[src/rtl/scl_clkgen_pkg.sv]
package scl_clkgen_pkg;

  // Register width of the prescaler and phase count inputs.
  localparam int unsigned CFG_W = 16;

  // Offset added to each programmed phase count; it shrinks as the
  // prescaler grows because fewer input cycles are spent in pipeline latency.
  function automatic logic [2:0] phase_offset(input logic psc_is_zero,
                                              input logic psc_is_one);
    if (psc_is_zero) return 3'd7;
    if (psc_is_one)  return 3'd6;
    return 3'd5;
  endfunction

endpackage

[src/rtl/scl_cfg_latch.sv]
module scl_cfg_latch
  import scl_clkgen_pkg::*;
#(
  parameter int unsigned W = CFG_W
) (
  input  logic         clk,
  input  logic         rst_n,
  input  logic         run,
  input  logic [W-1:0] cfg_psc,
  input  logic [W-1:0] cfg_low,
  input  logic [W-1:0] cfg_high,
  output logic [W-1:0] psc_q,
  output logic [W:0]   lo_len,
  output logic [W:0]   hi_len
);
  localparam int unsigned LW = W + 1;

  logic [2:0]    off_now;
  logic [LW-1:0] lo_next;
  logic [LW-1:0] hi_next;

  assign off_now = phase_offset(cfg_psc == '0, cfg_psc == W'(1));
  assign lo_next = {1'b0, cfg_low}  + LW'(off_now);
  assign hi_next = {1'b0, cfg_high} + LW'(off_now);

  // Settings are sampled only while idle and frozen while running.
  always_ff @(posedge clk or negedge rst_n) begin
    if (!rst_n) begin
      psc_q  <= '0;
      lo_len <= LW'(7);
      hi_len <= LW'(7);
    end else if (!run) begin
      psc_q  <= cfg_psc;
      lo_len <= lo_next;
      hi_len <= hi_next;
    end
  end

  assert_cfg_frozen_R7: assert property (@(posedge clk) disable iff (!rst_n)
    (run && $past(run)) |-> ($stable(psc_q) && $stable(lo_len) && $stable(hi_len)));

  assert_len_floor_R2: assert property (@(posedge clk) disable iff (!rst_n)
    (lo_len >= LW'(5)) && (hi_len >= LW'(5)));

endmodule

[src/rtl/scl_prescaler.sv]
module scl_prescaler
  import scl_clkgen_pkg::*;
#(
  parameter int unsigned W = CFG_W
) (
  input  logic         clk,
  input  logic         rst_n,
  input  logic         run,
  input  logic [W-1:0] psc_q,
  output logic         tick
);
  logic [W-1:0] div_cnt;
  logic         wrap;

  assign wrap = (div_cnt == psc_q);
  assign tick = run && wrap;

  always_ff @(posedge clk or negedge rst_n) begin
    if (!rst_n) begin
      div_cnt <= '0;
    end else if (!run || wrap) begin
      div_cnt <= '0;
    end else begin
      div_cnt <= div_cnt + W'(1);
    end
  end

  assert_div_bound_R1: assert property (@(posedge clk) disable iff (!rst_n)
    run |-> (div_cnt <= psc_q));

  assert_div_idle_R5: assert property (@(posedge clk) disable iff (!rst_n)
    !run |=> (div_cnt == '0));

  assert_tick_gap_R1: assert property (@(posedge clk) disable iff (!rst_n)
    (tick && run && (psc_q != '0)) |=> !tick);

endmodule

[src/rtl/scl_phase_timer.sv]
module scl_phase_timer
  import scl_clkgen_pkg::*;
#(
  parameter int unsigned W = CFG_W
) (
  input  logic       clk,
  input  logic       rst_n,
  input  logic       run,
  input  logic       tick,
  input  logic [W:0] lo_len,
  input  logic [W:0] hi_len,
  output logic       scl_o,
  output logic       scl_rise,
  output logic       scl_fall
);
  localparam int unsigned LW = W + 1;

  logic [LW-1:0] ph_cnt;
  logic [LW-1:0] cur_len;
  logic          phase_end;

  assign cur_len   = scl_o ? hi_len : lo_len;
  assign phase_end = tick && (ph_cnt == cur_len - LW'(1));

  always_ff @(posedge clk or negedge rst_n) begin
    if (!rst_n) begin
      scl_o    <= 1'b1;
      ph_cnt   <= '0;
      scl_rise <= 1'b0;
      scl_fall <= 1'b0;
    end else if (!run) begin
      scl_o    <= 1'b1;
      ph_cnt   <= '0;
      scl_rise <= 1'b0;
      scl_fall <= 1'b0;
    end else begin
      scl_rise <= 1'b0;
      scl_fall <= 1'b0;
      if (phase_end) begin
        ph_cnt   <= '0;
        scl_o    <= ~scl_o;
        scl_rise <= ~scl_o;
        scl_fall <= scl_o;
      end else if (tick) begin
        ph_cnt <= ph_cnt + LW'(1);
      end
    end
  end

  assert_idle_high_R5: assert property (@(posedge clk) disable iff (!rst_n)
    !run |=> (scl_o && !scl_rise && !scl_fall));

  assert_fall_mark_R6: assert property (@(posedge clk) disable iff (!rst_n)
    scl_fall |-> (!scl_o && $past(scl_o)));

  assert_rise_mark_R6: assert property (@(posedge clk) disable iff (!rst_n)
    scl_rise |-> (scl_o && !$past(scl_o)));

  assert_one_strobe_R6: assert property (@(posedge clk) disable iff (!rst_n)
    $onehot0({scl_rise, scl_fall}));

  assert_hold_no_tick_R1: assert property (@(posedge clk) disable iff (!rst_n)
    (run && !tick) |=> $stable(scl_o));

  assert_cnt_bound_R3: assert property (@(posedge clk) disable iff (!rst_n)
    run |-> (ph_cnt < cur_len));

endmodule

[src/rtl/scl_clkgen.sv]
module scl_clkgen
  import scl_clkgen_pkg::*;
#(
  parameter int unsigned CNT_W = CFG_W
) (
  input  logic             clk,
  input  logic             rst_n,
  input  logic             ctl_run,
  input  logic [CNT_W-1:0] cfg_psc,
  input  logic [CNT_W-1:0] cfg_low,
  input  logic [CNT_W-1:0] cfg_high,
  output logic             scl_o,
  output logic             scl_rise,
  output logic             scl_fall
);
  logic [CNT_W-1:0] psc_q;
  logic [CNT_W:0]   lo_len;
  logic [CNT_W:0]   hi_len;
  logic             mod_tick;

  scl_cfg_latch #(.W(CNT_W)) u_cfg (
    .clk      (clk),
    .rst_n    (rst_n),
    .run      (ctl_run),
    .cfg_psc  (cfg_psc),
    .cfg_low  (cfg_low),
    .cfg_high (cfg_high),
    .psc_q    (psc_q),
    .lo_len   (lo_len),
    .hi_len   (hi_len)
  );

  scl_prescaler #(.W(CNT_W)) u_psc (
    .clk   (clk),
    .rst_n (rst_n),
    .run   (ctl_run),
    .psc_q (psc_q),
    .tick  (mod_tick)
  );

  scl_phase_timer #(.W(CNT_W)) u_phase (
    .clk      (clk),
    .rst_n    (rst_n),
    .run      (ctl_run),
    .tick     (mod_tick),
    .lo_len   (lo_len),
    .hi_len   (hi_len),
    .scl_o    (scl_o),
    .scl_rise (scl_rise),
    .scl_fall (scl_fall)
  );

endmodule

[config.mk]
export PLATFORM = sky130hd
export DESIGN_NAME = scl_clkgen
export DESIGN_NICKNAME = d
export VERILOG_FILES = /design/src/rtl/scl_clkgen_pkg.sv /design/src/rtl/scl_cfg_latch.sv /design/src/rtl/scl_prescaler.sv /design/src/rtl/scl_phase_timer.sv /design/src/rtl/scl_clkgen.sv
export SDC_FILE = /design/constraint.sdc
export NUM_CORES = 1
export LEC_CHECK = 0
export ABC_AREA = 1
export CAP_MARGIN = 5
export CELL_PAD_IN_SITES_DETAIL_PLACEMENT = 0
export CELL_PAD_IN_SITES_GLOBAL_PLACEMENT = 1
export CORE_UTILIZATION = 42
export DETAILED_ROUTE_END_ITERATION = 8
export GPL_TIMING_DRIVEN = 0
export PLACE_DENSITY_LB_ADDON = 0.1
export SYNTH_ARGS = -nofsm -noshare
export SYNTH_HDL_FRONTEND = slang
export SYNTH_SLANG_ARGS = --single-unit
[constraint.sdc]
create_clock -name clk -period 3.5 [get_ports clk]
set_input_delay 0.7 -clock clk [delete_from_list [all_inputs] [get_ports clk]]
set_output_delay 0.7 -clock clk [all_outputs]
set_load 0.01 [all_outputs]
==> flow_summary.ini, run 1 <==
[final_layout]
syn_to_final_growth_pct = 19.9
drive_above_1_share = 0.0797
finish.instance_area_sq_um = 6910
fill_cells = 1382
layout.nets = 984
n_antenna_cell = 0

[setup_path]
critPathMostFrequentCell = nor2_1
cp_slowest_cell = clkdlybuf4s50_1
start_kind = primary input
critPathMaxFanout = 4
path_cells = clkdlybuf4s50_1 -> nor2_2 -> nand4_1 -> nor2_4 -> nand2_2 -> ha_2 -> fa_1 -> nor2_1 -> inv_1 -> nand2_1 -> nor2_1 -> nand2_1 -> inv_1 -> nand4_1 -> nor2_1 -> nand3_1 -> nor2_1 -> or2_2 -> nand3_1 -> o21ai_0
critPathBufInv = 3
critPathArrivalTime_ns = 3.54
cpPeakStageDelay_ns = 0.45
path_class = primary input to flip-flop
critical-path-top-delay-family = simple AND/OR/NAND/NOR gates
cp.required_ns = 3.71
end_kind = flip-flop

[flow_run]
drv_cap = 0

[placement]
globalplace.congestion = 0.896
post-dp-hpwl_um = 12500
port_buffers = 53
dpl_cell_area_sq_um = 6540

[clock_tree]
ctsHoldBuffers = 0
cts_tree = built
clockBufferDepth = 2
cts_htree_levels = 3
cts.sinks = 86
clk_pin_slew_ns = 0.07
insertion_delay_ns = 0.35
cts_buffers = 9
cts-root-buf = clkbuf_16

[synthesis]
synth_nets = 916
synth-edff-count = 0
yosysMostFrequentCell = nand2_1
synth_area_leaders = dfrtp_1 (34%), nand2_1 (18%), inv_1 (7.5%)
yosysTopAreaCell = dfrtp_1
synthFlopType = dfrtp_1
synth_top_cells_by_count = nand2_1 (280), inv_1 (115), nor2_1 (90)
synth_top_area_share = 0.343
yosys_warnings = 0
async_flop_share = 1.00
synth.distinct_cells = 37
ys_ff_latch = 86
netlist_instances = 856
netlist_area_sq_um = 5770
syn_area_per_cell_sq_um = 6.74
yosysSeqAreaShare = 0.375

[route]
ant_nets = 0
wl_per_cell_um = 14.6
wirelength_um = 16200
drtPass1Iterations = 5
drc_errors = 0
drt-initial-drc-count = 354
vias = 5506
viasPerCell = 4.98

[hold_path]
hp-class = primary input to asynchronous set/reset pin

[pwr]
peakVddDrop_mv = 0.246
powerDensity_nw_per_um2 = 377
p_leak_uw = 0.00338

[sta]
fin_crit_ns = 3.33
report.final.setup_viol = 0
slew_viol_final = 0
clock_skew_ns = 0.0110
relSlewSlack = 0.485
hold_viol_final = 0
tightest_slew_ns = 0.773
fmax_mhz = 301
fin_crit_sh = 0.951
tns_ns = 0

[grt]
grt_overflow_total = 0
grt_max_degree = 58
antenna_found_initial = 0
grt_pass1_wl_um = 26700
grtUsageTotal = 0.243
grt_pass1_vias = 5262

[floorplan]
rows = 42
die_h_um = 119
core_area_sq_um = 13300
start_util = 0.434
io_pins = 54
fp.dieW_um = 119
dieArea_sq_um = 14200

[status]
outcome = completed
## worst reg2reg max path: cells and delay by family (launching register included)
family,cells,cell delay [ns]
adders and majority gates,1,0.24
buffers and inverters,5,0.58
DFF,1,0.54
and+or+nand+nor,16,1.41
## power breakdown
group | internal [uW] | switching [uW] | leakage (uW)
clock | 647 | 430 | 0.000160
combinational | 165 | 276 | 0.00212
sequential | 1050 | 32.5 | 0.00110
## placed cells by master, fill, tap and decap left out, drive strengths merged, types with 3 or more instances in the layout
master,netlist,layout
nand4,17,17
inv,117,117
buf,9,14
dfstp,7,7
nand3,58,58
o21bai,3,3
ha,7,7
nor4,5,5
nand2,295,295
xnor2,3,3
nor3b,3,3
nor3,18,18
o21ai,65,65
nor2,100,100
clkinv,0,3
a21oi,10,10
clkdlybuf4s50,0,51
clkbuf,16,27
dfrtp,79,79
nand3b,3,3
xor2,29,29
o22ai,4,4
## layout make-up
type	count	area [sq um]	share of cell area
buffer	25	134	0.0194
clock buffer	11	243	0.0351
clock inverter	5	82.6	0.0119
inverter	117	442	0.0639
multi-input combinational	628	3050	0.441
sequential	86	2160	0.313
tap	176	220	0.0319
timing repair buffer	57	581	0.0840
## registers in the layout (all words and copies together) (netlist names)
register / cells
u_phase.scl_fall: 1
u_psc.div_cnt: 16
u_cfg.psc_q: 16
u_phase.scl_rise: 1
u_phase.scl_o: 1
u_cfg.lo_len: 17
u_cfg.hi_len: 17
u_phase.ph_cnt: 17
## worst paths after layout
kind | from | to | slack, ns | cells after the start
max in group asynchronous | rst_n | u_cfg.lo_len[2]$_DFFE_PN1N_ | 2.52 | 2
hold reg to reg | u_cfg.hi_len[0]$_DFFE_PN1N_ | u_cfg.hi_len[0]$_DFFE_PN1N_ | 0.48 | 2
min in group clk | u_cfg.hi_len[0]$_DFFE_PN1N_ | u_cfg.hi_len[0]$_DFFE_PN1N_ | 0.48 | 2
setup / recovery | cfg_psc[12] | u_cfg.lo_len[14]$_DFFE_PN0N_ | 0.17 | 20
setup reg to reg | u_phase.scl_o$_DFFE_PN1P_ | u_phase.ph_cnt[15]$_DFFE_PN0P_ | 0.60 | 22
hold / removal | rst_n | u_psc.div_cnt[14]$_DFF_PN0_ | 0.29 | 1
## stage by stage
step	total power (uW)	setup WS (ns)	std cells	util	hold WS, ns
floorplan	1360	0.387	856	-	0.404
global placement	1530	-1.57	1085	0.490	0.464
detailed placement	1540	-0.583	1086	0.492	0.467
CTS	2620	0.0292	1102	0.517	0.297
global route	2730	-0.0277	1105	0.520	0.320
finish	2610	0.173	1105	0.520	0.288
## per-layer routing
metal,part of all wire,track usage,vias up
li1,-,-,2827
met1,0.52,0.355,2576
met2,0.44,0.375,89
met3,0.030,0.0244,14
met4,0.014,0.0775,0
met5,0,0,-
## kinds of logic after synthesis
group                    Yosys count  synth area share
flip-flops                        86             0.375
XOR/XNOR                          32            0.0486
AND/OR/NAND/NOR                  502             0.376
adder cells (fa/ha/maj)            9            0.0221
buffers and inverters            142            0.0998
AO/OA/AOI/OAI                     85            0.0788
## repair_timing
action | in CTS | in global routing
pin swaps | 0 | 4
setup endpoints to repair | 1 | 3
resized for setup | 2 | 5
setup buffers | 0 | 3
(Power assumes the default switching activity.)
==> run 2: changes to the inputs <==
- CAP_MARGIN: 5 -> unset
- GPL_TIMING_DRIVEN: 0 -> unset
==> run 2 against run 1 <==
Against the previous run:
- die area did not move
- clock skew down 0.0028 ns
- critical path depth stayed put
- sequential cell count unchanged
- first-iteration DRC count is 12% lower
- non-clock buffer count up 3
- global-route usage fell by 2.2 points
- maximum frequency increased by 2.7%
- worst hold slack improved by 0.0095 ns
- critical path type unchanged
- critical endpoint unchanged
- highest routed layer unchanged
==> flow_summary.ini, run 2 (synthesis gave the netlist of run 1 again) <==
[setup_path]
critPathMaxFanout = 2
critPathArrivalTime_ns = 3.43
path_class = primary input to flip-flop
rrSetupSlack_ns = 0.71
cp.required_ns = 3.69
end_kind = flip-flop
start_kind = primary input
reg2regPathDepth = 19
crit_path_end = u_cfg.lo_len[14]$_DFFE_PN0N_
cp-startpoint = cfg_psc[10]
reg2reg_to = u_phase.ph_cnt[5]$_DFFE_PN0P_
reg2reg_from = u_phase.scl_o$_DFFE_PN1P_

[status]
outcome = completed

[floorplan]
fp.dieW_um = 119
die_h_um = 119
core_area_sq_um = 13300
start_util = 0.434
rows = 42
dieArea_sq_um = 14200
io_pins = 54

[pwr]
powerDensity_nw_per_um2 = 361
total_power_uw = 2500
peakVddDrop_mv = 0.218
p_leak_uw = 0.00342

[sta]
relSlewSlack = 0.289
fin_crit_ns = 3.24
fin_hold_ws_ns = 0.298
tightest_slew_ns = 1.07
fmax_mhz = 309
clock_skew_ns = 0.00811
report.final.setup_viol = 0
hold_viol_final = 0
slew_viol_final = 0
fin_crit_sh = 0.926
rsz0062_at_grt = yes

[grt]
grt_max_degree = 69
grt_pass1_wl_um = 24700
antenna_found_initial = 0
grt_overflow_total = 0
grtUsageTotal = 0.221
grt_pass1_vias = 5101

[final_layout]
drive_above_1_share = 0.103
layout.area.seq_sq_um = 2160
finish.instance_area_sq_um = 6920
n_antenna_cell = 0
fin_cells = 1108
fill_cells = 1340
fin_util = 0.521
top_regs = u_cfg.hi_len (17), u_cfg.lo_len (17), u_phase.ph_cnt (17)
syn_to_final_growth_pct = 20.0
multi_input_area_sq_um = 3040
layout.nets = 987
final_common_cell = nand2_1
final_cell_mix = nand2_1 (280), inv_1 (114), nor2_1 (87)

[clock_tree]
ctsHoldBuffers = 0
cts_tree = built
cts_htree_levels = 3
cts.sinks = 86
cts_buffers = 9
clockBufferDepth = 2
insertion_delay_ns = 0.35
cts-root-buf = clkbuf_16
clk_pin_slew_ns = 0.06

[route]
drtPass1Iterations = 5
ant_nets = 0
wirelength_um = 14400
vias = 5367
drt-initial-drc-count = 310
wl_per_cell_um = 13.0
viasPerCell = 4.84
drc_errors = 0

[hold_path]
hp-class = primary input to asynchronous set/reset pin

[placement]
port_buffers = 53
post-dp-hpwl_um = 10800
dpl_cell_area_sq_um = 6620
globalplace.congestion = 0.852
placed_cells = 1092

[flow_run]
drv_cap = 0
[run 2: layout make-up]
cell class / instances / area share
multi-input combinational: 628 / 0.440
clock inverter: 6 / 0.00886
timing repair buffer: 85 / 0.110
inverter: 117 / 0.0638
clock buffer: 10 / 0.0331
sequential: 86 / 0.312
tap: 176 / 0.0318
[run 2: per-stage QoR]
step / setup TNS [ns] / worst slack, ns
4_1_cts: 0 / 0.168
5_1_grt: -0.000570 / -0.000570
3_5_place_dp: -0.772 / -0.194
3_3_place_gp: -0.187 / -0.153
2_1_floorplan: 0 / 0.387
6_report: 0 / 0.259
[run 2: critical path, stage by stage]
cell	delay, ns
clkdlybuf4s50_1	0.44
nor3_2	0.20
nand4_1	0.16
nor2_2	0.18
nand2_1	0.09
ha_1	0.22
fa_2	0.34
nor2_1	0.09
inv_1	0.06
nand2_1	0.07
nor2_1	0.04
nand2_1	0.07
inv_1	0.06
nand4_1	0.09
nor2_1	0.06
nand3_1	0.09
nor2_1	0.05
or2_2	0.26
nand3_1	0.06
o21ai_0	0.10
[run 2: what timing repair did]
action	in CTS	in global routing
resized for setup	0	5
buffers inserted	0	0
endpoints found under the setup margin	0	5
[run 2: worst min path at each step]
| stage | startpoint | end | cells past startpoint |
|---|---|---|---|
| 2_1_floorplan | rst_n | u_cfg.hi_len[10]$_DFFE_PN0N_ | 0 |
| 3_3_place_gp | u_cfg.hi_len[6]$_DFFE_PN0N_ | u_cfg.hi_len[6]$_DFFE_PN0N_ | 2 |
| 3_5_place_dp | u_cfg.hi_len[0]$_DFFE_PN1N_ | u_cfg.hi_len[0]$_DFFE_PN1N_ | 2 |
| 4_1_cts | rst_n | u_cfg.hi_len[5]$_DFFE_PN0N_ | 1 |
| 5_1_grt | rst_n | u_cfg.psc_q[13]$_DFFE_PN0N_ | 1 |
| 6_report | rst_n | u_cfg.psc_q[13]$_DFFE_PN0N_ | 1 |
[run 2: metal layers]
metal  global-route usage  wire (um)  part of all wire
met1                0.334       7740              0.54
met2                0.318       5990              0.41
met3               0.0316        499             0.035
met4               0.0752        207             0.014
met5                    0          0                 0
[run 2: where the power goes]
group          total, uW  internal (uW)  switching, uW  leakage [uW]
Clock                973            553            421      0.000143
Sequential          1090           1060           32.3       0.00110
Combinational        438            173            265       0.00218
Total               2500           1780            718       0.00342
==> run 3: changes to the inputs <==
- GPL_TIMING_DRIVEN: unset -> 1
- RECOVER_POWER: unset -> 25
==> run 3 against run 2 <==
Against the previous run:
- clock power hardly changed
- critical path depth unchanged
- clock skew hardly changed
- sequential share of layout area is essentially flat
- routed wire length about the same
- critical path type unchanged
- final cell count stayed put
- non-clock buffer count stayed put
- the run now ends with capacitance limit, slew limit left
- utilization barely moved
- critical endpoint unchanged
==> flow_summary.ini, run 3 (synthesis gave the netlist of run 1 again) <==
[placement]
placed_cells = 1092
place_ws_ns = -0.194
post-dp-hpwl_um = 10800
globalplace.congestion = 0.852
port_buffers = 53

[route]
drc_errors = 0
viasPerCell = 4.85
drt-initial-drc-count = 310
vias = 5369
ant_nets = 0
wirelength_um = 14400
wl_per_cell_um = 13.0
drtPass1Iterations = 5

[setup_path]
path_class = primary input to flip-flop
cpPeakStageDelay_ns = 0.44
rrSetupSlack_ns = 0.72
cp.required_ns = 3.69
critPathMostFrequentCell = nor2_1
start_kind = primary input
critPathMaxFanout = 2
path_cells = clkdlybuf4s50_1 -> nor3_2 -> nand4_1 -> nor2_2 -> nand2_1 -> ha_1 -> fa_2 -> nor2_1 -> inv_1 -> nand2_1 -> nor2_1 -> nand2_1 -> inv_1 -> nand4_1 -> nor2_1 -> nand3_1 -> nor2_1 -> or2_2 -> nand3_1 -> o21ai_0
critPathArrivalTime_ns = 3.43
reg2regPathDepth = 19
end_kind = flip-flop
cp_slowest_cell = clkdlybuf4s50_1

[final_layout]
layout.nets = 987
syn_to_final_growth_pct = 19.9
top_regs = u_cfg.hi_len (17), u_cfg.lo_len (17), u_phase.ph_cnt (17)
fin_cells = 1108
fill_cells = 1339
drive_above_1_share = 0.102
final_cell_mix = nand2_1 (280), inv_1 (114), nor2_1 (87)
n_antenna_cell = 0
final_common_cell = nand2_1

[floorplan]
rows = 42
dieArea_sq_um = 14200
fp.dieW_um = 119
die_h_um = 119
io_pins = 54
start_util = 0.434
core_area_sq_um = 13300

[grt]
grt_overflow_total = 0
grt_pass1_vias = 5101
grt_pass1_wl_um = 24700
grtUsageTotal = 0.221
grt_max_degree = 69
antenna_found_initial = 0

[clock_tree]
clockBufferDepth = 2
cts.sinks = 86
cts-root-buf = clkbuf_16
cts_tree = built
cts_buffers = 9
cts_setup_buffers = 0
insertion_delay_ns = 0.35
clk_pin_slew_ns = 0.06
cts_htree_levels = 3

[sta]
report.final.setup_viol = 0
fin_crit_sh = 0.926
clock_skew_ns = 0.00809
fin_ws_ns = 0.259
tightest_slew_ns = 1.90
fmax_mhz = 309
fin_crit_ns = 3.24
relSlewSlack = -0.266
hold_viol_final = 0
slew_viol_final = 35
rsz0062_at_grt = yes
fin_hold_ws_ns = 0.476

[pwr]
peakVddDrop_mv = 0.218
total_power_uw = 2500
p_leak_uw = 0.00341
powerDensity_nw_per_um2 = 361

[status]
violations = capacitance limit, slew limit
outcome = finished, violations left

[hold_path]
whs_path_depth = 2
hp-class = flip-flop to flip-flop

[flow_run]
drv_cap = 1
## run 3: cell types whose count changed in the layout (fill, tap and decap cells not counted)
cell      previous run  this run
clkbuf_1             1         2
clkbuf_2             0         1
buf_4               33        31
## run 3: path summary, 6_finish.rpt
| kind | endpoint | from |
|---|---|---|
| min in group asynchronous | u_cfg.psc_q[13]$_DFFE_PN0N_ | rst_n |
| hold reg to reg | u_cfg.hi_len[0]$_DFFE_PN1N_ | u_cfg.hi_len[0]$_DFFE_PN1N_ |
| max in group asynchronous | u_phase.scl_rise$_DFF_PN0_ | rst_n |
| hold / removal | u_cfg.hi_len[0]$_DFFE_PN1N_ | u_cfg.hi_len[0]$_DFFE_PN1N_ |
| setup reg to reg | u_phase.ph_cnt[5]$_DFFE_PN0P_ | u_phase.scl_o$_DFFE_PN1P_ |
| setup / recovery | u_cfg.lo_len[14]$_DFFE_PN0N_ | cfg_psc[10] |
## run 3: where the power goes
| part | internal, uW | leakage, uW | switching (uW) |
|---|---|---|---|
| clock | 553 | 0.000143 | 421 |
| sequential | 1060 | 0.00110 | 32.3 |
| combinational | 172 | 0.00217 | 265 |
## run 3: repair_timing
| item | CTS | global route |
|---|---|---|
| hold buffers | 0 | 0 |
| endpoints found under the setup margin | 0 | 5 |
| resized for setup | 0 | 5 |
## run 3: critical path: cells and delay by family
family | cells | cell delay [ns]
fa+ha+maj | 2 | 0.56
compound gates | 1 | 0.10
simple gates | 14 | 1.51
buf+inv | 3 | 0.56
## run 3: metal layers
layer,vias up,track usage,part of all wire
li1,2831,-,-
met1,2428,0.334,0.53
met2,99,0.318,0.41
met3,11,0.0316,0.037
met4,0,0.0752,0.014
met5,-,0,0
## run 3: layout make-up
type | count | area [sq um] | share of cell area
Inverter | 117 | 442 | 0.0639
Clock inverter | 6 | 61.3 | 0.00887
Sequential cell | 86 | 2160 | 0.313
Timing Repair Buffer | 85 | 757 | 0.109
Tap cell | 176 | 220 | 0.0318
Clock buffer | 10 | 229 | 0.0331
Multi-Input combinational cell | 628 | 3040 | 0.440
## run 3: stage by stage
| stage | setup TNS, ns | utilization | cell area, sq um |
|---|---|---|---|
| after global placement | -0.187 | 0.498 | 6620 |
| final | 0 | 0.520 | 6910 |
| after CTS | 0 | 0.519 | 6910 |
| after floorplan | 0 | - | 5770 |
| after global routing | -0.000570 | 0.520 | 6910 |
| after detailed placement | -0.772 | 0.498 | 6620 |
